`src/rtl/adc_rc_pkg.sv`:
```
// Package: shared widths, register addresses, resolution encoding and the
// width mask used by the compare and result logic.
// Assumes samples are at most 12 bits, so the high result byte fits in one byte.
package adc_rc_pkg;
    localparam int SMP_W  = 12;
    localparam int ADDR_W = 3;

    typedef enum logic [1:0] {
        RES_8   = 2'd0,
        RES_10  = 2'd1,
        RES_12  = 2'd2,
        RES_12X = 2'd3
    } res_e;

    localparam logic [ADDR_W-1:0] A_CMD    = 3'd0;
    localparam logic [ADDR_W-1:0] A_STAT   = 3'd1;
    localparam logic [ADDR_W-1:0] A_RES_HI = 3'd2;
    localparam logic [ADDR_W-1:0] A_RES_LO = 3'd3;
    localparam logic [ADDR_W-1:0] A_CMP_HI = 3'd4;
    localparam logic [ADDR_W-1:0] A_CMP_LO = 3'd5;

    // Returns the all-ones mask for the active resolution.
    function automatic logic [SMP_W-1:0] res_mask(input res_e r);
        case (r)
            RES_8:   return {SMP_W{1'b1}} >> (SMP_W - 8);
            RES_10:  return {SMP_W{1'b1}} >> (SMP_W - 10);
            default: return {SMP_W{1'b1}};
        endcase
    endfunction
endpackage

```
`src/rtl/adc_trig_ctrl.sv`:
```
// Trigger and active-flag control. Detects the rising edge of the hardware
// trigger, handles the abort caused by a command write, issues the start pulse
// and qualifies completions.
// Assumes done_in is a one-cycle pulse; completions seen while idle are dropped.
module adc_trig_ctrl (
    input  logic clk,
    input  logic rst_n,
    input  logic trig_hw_sel,
    input  logic hw_trig,
    input  logic cmd_wr,
    input  logic done_in,
    output logic active_o,
    output logic start_o,
    output logic done_acc_o
);
    logic hw_prev_q;
    logic active_q;
    logic rise;
    logic act_eff;

    // Works out the abort, start and accept decisions for this cycle.
    always_comb begin
        rise       = hw_trig & ~hw_prev_q;
        act_eff    = active_q & ~cmd_wr;
        done_acc_o = done_in & act_eff;
        start_o    = ~act_eff & (trig_hw_sel ? rise : cmd_wr);
    end

    // Holds the trigger history and the active flag.
    always_ff @(posedge clk) begin
        if (!rst_n) begin
            hw_prev_q <= 1'b0;
            active_q  <= 1'b0;
        end else begin
            hw_prev_q <= hw_trig;
            if (start_o)         active_q <= 1'b1;
            else if (done_acc_o) active_q <= 1'b0;
            else                 active_q <= act_eff;
        end
    end

    assign active_o = active_q;


    start_sets_active_chk: assert property (@(posedge clk) disable iff (!rst_n)
        start_o |=> active_q);

    done_clears_active_chk: assert property (@(posedge clk) disable iff (!rst_n)
        done_acc_o |=> !active_q);

    busy_trig_ignored_chk: assert property (@(posedge clk) disable iff (!rst_n)
        (active_q && !cmd_wr && hw_trig && !hw_prev_q) |-> !start_o);

    abort_clears_chk: assert property (@(posedge clk) disable iff (!rst_n)
        (active_q && cmd_wr && trig_hw_sel && !(hw_trig && !hw_prev_q)) |=> !active_q);
endmodule

```
`src/rtl/adc_cmp_unit.sv`:
```
// Compare unit. Cuts the sample and the threshold to the active width, checks
// the selected condition and forms the wrapped difference.
// Purely combinational; the caller decides whether the result is used.
module adc_cmp_unit
    import adc_rc_pkg::*;
(
    input  res_e             res,
    input  logic [SMP_W-1:0] sample,
    input  logic [SMP_W-1:0] cmp_val,
    input  logic             gt_sel,
    output logic [SMP_W-1:0] samp_m,
    output logic             hit,
    output logic [SMP_W-1:0] diff
);
    logic [SMP_W-1:0] mask;
    logic [SMP_W-1:0] cmp_m;

    // Masks the operands, then evaluates the condition and the difference.
    always_comb begin
        mask   = res_mask(res);
        samp_m = sample & mask;
        cmp_m  = cmp_val & mask;
        hit    = gt_sel ? (samp_m >= cmp_m) : (samp_m < cmp_m);
        diff   = (samp_m - cmp_m) & mask;
    end
endmodule

```
`src/rtl/adc_result_store.sv`:
```
// Result register with the high-then-low read interlock. Loads the raw masked
// sample, or the compare difference on a hit, unless the interlock blocks it.
// Assumes the read strobes last one cycle and the resolution is held steady
// while a byte pair is being read.
module adc_result_store
    import adc_rc_pkg::*;
(
    input  logic             clk,
    input  logic             rst_n,
    input  logic             done_acc,
    input  logic             cmp_en,
    input  logic             hit,
    input  logic [SMP_W-1:0] diff,
    input  logic [SMP_W-1:0] samp_m,
    input  res_e             res,
    input  logic             rd_hi,
    input  logic             rd_lo,
    output logic [SMP_W-1:0] result_o
);
    logic [SMP_W-1:0] result_q;
    logic             locked_q;
    logic             narrow;
    logic             blocked;
    logic             upd;

    // Decides whether this cycle's completion is allowed to load.
    always_comb begin
        narrow  = (res == RES_8);
        blocked = ~narrow & ((locked_q & ~rd_lo) | rd_hi);
        upd     = done_acc & (~cmp_en | hit) & ~blocked;
    end

    // Holds the result value and the interlock state.
    always_ff @(posedge clk) begin
        if (!rst_n) begin
            result_q <= '0;
            locked_q <= 1'b0;
        end else begin
            if (upd) result_q <= cmp_en ? diff : samp_m;
            if (rd_lo)                locked_q <= 1'b0;
            else if (rd_hi && !narrow) locked_q <= 1'b1;
        end
    end

    assign result_o = result_q;


    locked_hold_chk: assert property (@(posedge clk) disable iff (!rst_n)
        (locked_q && !rd_lo && res != RES_8) |=> $stable(result_q));

    lock_set_chk: assert property (@(posedge clk) disable iff (!rst_n)
        (rd_hi && !rd_lo && res != RES_8) |=> locked_q);

    narrow_top_zero_chk: assert property (@(posedge clk) disable iff (!rst_n)
        (upd && res == RES_8) |=> (result_q[SMP_W-1:8] == '0));

    miss_keeps_chk: assert property (@(posedge clk) disable iff (!rst_n)
        (done_acc && cmp_en && !hit) |=> $stable(result_q));
endmodule

```
`src/rtl/adc_result_ctrl.sv`:
```
// Top level: holds the configuration registers, decodes the byte-wide register
// port and wires together trigger control, compare and result storage.
// Assumes single-cycle read and write strobes, and a reg_rdata that may be
// sampled in the same cycle as reg_rd.
module adc_result_ctrl
    import adc_rc_pkg::*;
(
    input  logic              clk,
    input  logic              rst_n,
    input  logic              reg_wr,
    input  logic              reg_rd,
    input  logic [ADDR_W-1:0] reg_addr,
    input  logic [7:0]        reg_wdata,
    output logic [7:0]        reg_rdata,
    input  logic              hw_trig,
    output logic              conv_start,
    input  logic              conv_done,
    input  logic [SMP_W-1:0]  conv_data
);
    localparam int HI_W = SMP_W - 8;

    res_e             res_q;
    logic             trig_sel_q;
    logic             cmp_en_q;
    logic             cmp_gt_q;
    logic [SMP_W-1:0] cmp_val_q;
    logic             active;
    logic             done_acc;
    logic             cmd_wr;
    logic             rd_hi;
    logic             rd_lo;
    logic [SMP_W-1:0] samp_m;
    logic             hit;
    logic [SMP_W-1:0] diff;
    logic [SMP_W-1:0] result;

    // Decodes the strobes for the command write and the result byte reads.
    always_comb begin
        cmd_wr = reg_wr && (reg_addr == A_CMD);
        rd_hi  = reg_rd && (reg_addr == A_RES_HI);
        rd_lo  = reg_rd && (reg_addr == A_RES_LO);
    end

    // Holds the configuration registers written by software.
    always_ff @(posedge clk) begin
        if (!rst_n) begin
            res_q      <= RES_8;
            trig_sel_q <= 1'b0;
            cmp_en_q   <= 1'b0;
            cmp_gt_q   <= 1'b0;
            cmp_val_q  <= '0;
        end else if (reg_wr) begin
            case (reg_addr)
                A_CMD:    res_q <= res_e'(reg_wdata[1:0]);
                A_STAT: begin
                    trig_sel_q <= reg_wdata[6];
                    cmp_en_q   <= reg_wdata[5];
                    cmp_gt_q   <= reg_wdata[4];
                end
                A_CMP_HI: cmp_val_q[SMP_W-1:8] <= reg_wdata[HI_W-1:0];
                A_CMP_LO: cmp_val_q[7:0]       <= reg_wdata;
                default:  ;
            endcase
        end
    end

    // Read multiplexer for the byte-wide register port.
    always_comb begin
        case (reg_addr)
            A_CMD:    reg_rdata = {6'b0, res_q};
            A_STAT:   reg_rdata = {active, trig_sel_q, cmp_en_q, cmp_gt_q, 4'b0};
            A_RES_HI: reg_rdata = {{(16-SMP_W){1'b0}}, result[SMP_W-1:8]};
            A_RES_LO: reg_rdata = result[7:0];
            A_CMP_HI: reg_rdata = {{(16-SMP_W){1'b0}}, cmp_val_q[SMP_W-1:8]};
            A_CMP_LO: reg_rdata = cmp_val_q[7:0];
            default:  reg_rdata = 8'h00;
        endcase
    end

    adc_trig_ctrl u_trig (
        .clk         (clk),
        .rst_n       (rst_n),
        .trig_hw_sel (trig_sel_q),
        .hw_trig     (hw_trig),
        .cmd_wr      (cmd_wr),
        .done_in     (conv_done),
        .active_o    (active),
        .start_o     (conv_start),
        .done_acc_o  (done_acc)
    );

    adc_cmp_unit u_cmp (
        .res     (res_q),
        .sample  (conv_data),
        .cmp_val (cmp_val_q),
        .gt_sel  (cmp_gt_q),
        .samp_m  (samp_m),
        .hit     (hit),
        .diff    (diff)
    );

    adc_result_store u_store (
        .clk      (clk),
        .rst_n    (rst_n),
        .done_acc (done_acc),
        .cmp_en   (cmp_en_q),
        .hit      (hit),
        .diff     (diff),
        .samp_m   (samp_m),
        .res      (res_q),
        .rd_hi    (rd_hi),
        .rd_lo    (rd_lo),
        .result_o (result)
    );


    stat_low_zero_chk: assert property (@(posedge clk) disable iff (!rst_n)
        (reg_addr == A_STAT) |-> (reg_rdata[3:0] == 4'b0));
endmodule

```
`config.mk`:
```
export PLATFORM = sky130hd
export DESIGN_NAME = adc_result_ctrl
export DESIGN_NICKNAME = d
export VERILOG_FILES = /design/src/rtl/adc_rc_pkg.sv /design/src/rtl/adc_trig_ctrl.sv /design/src/rtl/adc_cmp_unit.sv /design/src/rtl/adc_result_store.sv /design/src/rtl/adc_result_ctrl.sv
export SDC_FILE = /design/constraint.sdc
export NUM_CORES = 1
export LEC_CHECK = 0
export ABC_AREA = 1
export BUFFER_PORTS_ARGS = -buffer_cell sky130_fd_sc_hd__buf_2
export CORE_MARGIN = 2
export CORE_UTILIZATION = 40
export CTS_CLUSTER_DIAMETER = 150
export DETAILED_ROUTE_END_ITERATION = 12
export SLEW_MARGIN = 10
export SYNTH_ARGS = -nofsm -noshare
export SYNTH_HDL_FRONTEND = slang
export SYNTH_SLANG_ARGS = --single-unit
export TNS_END_PERCENT = 10
```
`constraint.sdc`:
```
create_clock -name clk -period 3.1 [get_ports clk]
set_input_delay 0.62 -clock clk [delete_from_list [all_inputs] [get_ports clk]]
set_output_delay 0.62 -clock clk [all_outputs]
set_load 0.02 [all_outputs]
```
==> metrics <==
I/O pins 38; final core occ between 40 and 50%; Post-Synth XOR/XNOR Area less than 1%; fin crit share between 80% and 90%; antenna cell count 0; clk sinks 32; post-route insts no fill slightly below 500; arrival time worst endpoint 2760 ps; CTS H-Tree Depth 2; post-synthesis mux area share less than 1%; CTS Buffer Depth 2; CTS tree built; total CTS buffers 5; Worst Skew roughly 2.5 ps; fin crit period roughly 2600 ps; Resized Gates After CTS 0; outcome finished clean; chip height about 80 um; P_leak roughly 1.3 nW; Worst path slowest cell dfxtp_1; Syn Std Cell Area 0.00233 mm^2; detailed-route via count approximately 2400; initial DRC count about 130; standard-cell rows 27; drt wl/cell ~13 um; CP cell instances nor2_1 > inv_2 > nand2_1 > ha_1 > nand2_1 > inv_2 > nand2_1 > inv_1 > nand2_1 > nand3_1 > o21ai_0 > nand2_2 > nand2_2 > nand2_1 > nand2_1 > nor2_1; crit end category flip-flop; core box area roughly 0.0056 mm^2; vias in the first global route about 2200; sequential share of the synthesized area 27.5%; post-synthesis adder-cell area fraction 7.31%; Synth Register Bits 32; crit start category flip-flop; unrepaired setup endpoints after global routing no; Rel. slew slack a little over three fifths; VDD IR max between 0.2 and 0.25 mV; Vias/cell ~5; Post-Layout Inst Area 0.00267 mm^2; endpoints failing hold 0; Net Count, Synth between 400 and 500; area grow syn2layout 14.6%; post-CTS setup buffers 0; DP Area 0.00258 mm^2; Max Cap Viol 0; hold_buf cts 0; Distinct cells, synth 33; register clock-pin slew on the reported worst setup and hold paths roughly 70 ps; Post-Synth Simple-Gate Area 33.0%; initial antenna violation count 0; Total Nets Final roughly 450; Global Route Usage Sum between 20% and 30%; total global routing overflow 0; worst slew pin tran between 500 and 600 ps; FILL cells around 650; die width ~80 um; Die Footprint about 0.0064 mm^2; gpl congestion around 0.89; f_max just under 0.4 GHz; Post-DP HPWL 5.26 mm; Mapped Cells ~370; largest fanout on the critical path 19; layout cells sized above 1 ~14%; starting density of the core 41.8%; Worst EP required 3280 ps; main combinational cell family by area after synthesis simple AND/OR/NAND/NOR gates; Root Buffer clkbuf_8; Worst-Skew Late Latency around 280 ps; Routed WL around 6.5 mm; hold_ws 475 ps; Setup violations, final 0; first-pass GRT wire length between 10 and 15 mm; dpl cells 475; Final ANT Viol Nets 0; hold crit path type reg2reg; synthesized area per cell between 6 and 7 um^2; pin count of the biggest net entering global routing 33; drt pass-1 iters 4; Slowest Stage Delay on Critical Path 390 ps; # DRC 0; Synth Area in Compound Gates 18.7%; warnings from Yosys 0; PwrDens about 370 mW/mm^2; Buffers on Ports 37; setup_tns 0 ps; cell mode on critical path nand2_1; Setup Crit Path Kind reg2reg; Max Slew Vio Count 0
[layout make-up]
cell class / instances / area (um^2) / share of cell area [%]
Inverter: 61 / 229 / 8.58
Timing Repair Buffer: 40 / 208 / 7.78
Clock buffer: 8 / 90.1 / 3.38
Tap cell: 72 / 90.1 / 3.38
Multi-Input combinational cell: 270 / 1410 / 52.9
Sequential cell: 32 / 641 / 24.0
[final timing paths]
path	start	endpoint	slack [ps]	cells after the start
setup reg to reg	res_q[1]	u_store.result_o[10]	510	16
hold reg to reg	cmp_val_q[8]	cmp_val_q[8]	470	2
hold / removal	cmp_val_q[8]	cmp_val_q[8]	470	2
setup / recovery	res_q[1]	u_store.result_o[10]	510	16
[per-stage QoR]
stage,power (W),setup WS (ps)
finish,0.000980,513
global route,0.00103,204
CTS,0.000984,502
detailed placement,0.000656,446
global placement,0.000655,496
floorplan,0.000589,767
[cell usage after synthesis]
| library cell | count | area (um^2) |
|---|---|---|
| a21oi_1 | 34 | 170 |
| a22oi_1 | 5 | 37.5 |
| a32o_1 | 1 | 10.0 |
| buf_2 | 2 | 10.0 |
| buf_6 | 2 | 22.5 |
| clkbuf_1 | 4 | 15.0 |
| clkinv_1 | 1 | 3.75 |
| dfxtp_1 | 32 | 641 |
| fa_1 | 1 | 20.0 |
| ha_1 | 12 | 150 |
| inv_1 | 56 | 210 |
| inv_2 | 4 | 15.0 |
| mux2i_1 | 2 | 20.0 |
| nand2_1 | 99 | 372 |
| nand2_2 | 2 | 12.5 |
| nand3_1 | 24 | 120 |
| nand3_2 | 2 | 20.0 |
| nand3b_1 | 4 | 30.0 |
| nand4_1 | 3 | 18.8 |
| nor2_1 | 35 | 131 |
| nor2_2 | 2 | 12.5 |
| nor2_4 | 1 | 11.3 |
| nor2_8 | 1 | 20.0 |
| nor3_1 | 2 | 10.0 |
| nor3_2 | 1 | 10.0 |
| o21a_1 | 1 | 7.51 |
| o21ai_0 | 25 | 125 |
| o21bai_1 | 3 | 22.5 |
| o221ai_1 | 4 | 35.0 |
| o22ai_1 | 3 | 18.8 |
| o32ai_1 | 1 | 8.76 |
| xnor2_1 | 1 | 8.76 |
| xor2_1 | 1 | 8.76 |
[logic make-up (layout without fill, tap and decap cells)]
| kind of cell | after synthesis | count (layout) |
|---|---|---|
| muxes | 2 | 2 |
| and+or+nand+nor | 176 | 176 |
| AOI/OAI and AO/OA | 77 | 77 |
| xor gates and xnor gates | 2 | 2 |
| DFF | 32 | 32 |
| buffers and inverters | 69 | 109 |
| adders and majority gates | 13 | 13 |
[flip-flops by register name (all words and copies together), names as in the netlist]
signal            count
cmp_val_q            12
u_trig.hw_prev_q      1
res_q                 2
u_store.result_o     12
cmp_en_q              1
u_store.locked_q      1
cmp_gt_q              1
u_trig.active_o       1
trig_sel_q            1
[critical path, delay by kind of cell, from the launching register on]
family	cells	cell delay, ps
compound gates	1	190
simple gates	11	1390
buf+inv	3	200
fa+ha+maj	1	290
flops	1	390
[power by group]
part | internal (W) | total, W | switching [W]
registers | 0.000424 | 0.000434 | 0.00000984
clock network | 0.000181 | 0.000331 | 0.000150
logic | 0.0000769 | 0.000215 | 0.000138
total | 0.000682 | 0.000980 | 0.000298
[routing by layer]
layer | track usage (%) | wire, um | up-vias
li1 | - | - | 1285
met1 | 30.0 | 3260 | 1041
met2 | 32.2 | 2850 | 48
met3 | 4.04 | 307 | 8
met4 | 6.61 | 106 | 0
met5 | 0 | 0 | -
[placed cells by master, fill, tap and decap left out, drive strengths merged]
cell type	synthesis	layout
xnor2	1	1
o32ai	1	1
o221ai	4	4
fa	1	1
nor2	39	39
mux2i	2	2
clkinv	1	1
o22ai	3	3
nand4	3	3
nor3	3	3
a32o	1	1
xor2	1	1
a21oi	34	34
o21ai	25	25
inv	60	60
nand3b	4	4
o21bai	3	3
clkbuf	4	8
a22oi	5	5
ha	12	12
buf	4	40
nand2	101	101
dfxtp	32	32
o21a	1	1
nand3	26	26
Power figures use the tool's default switching activity.
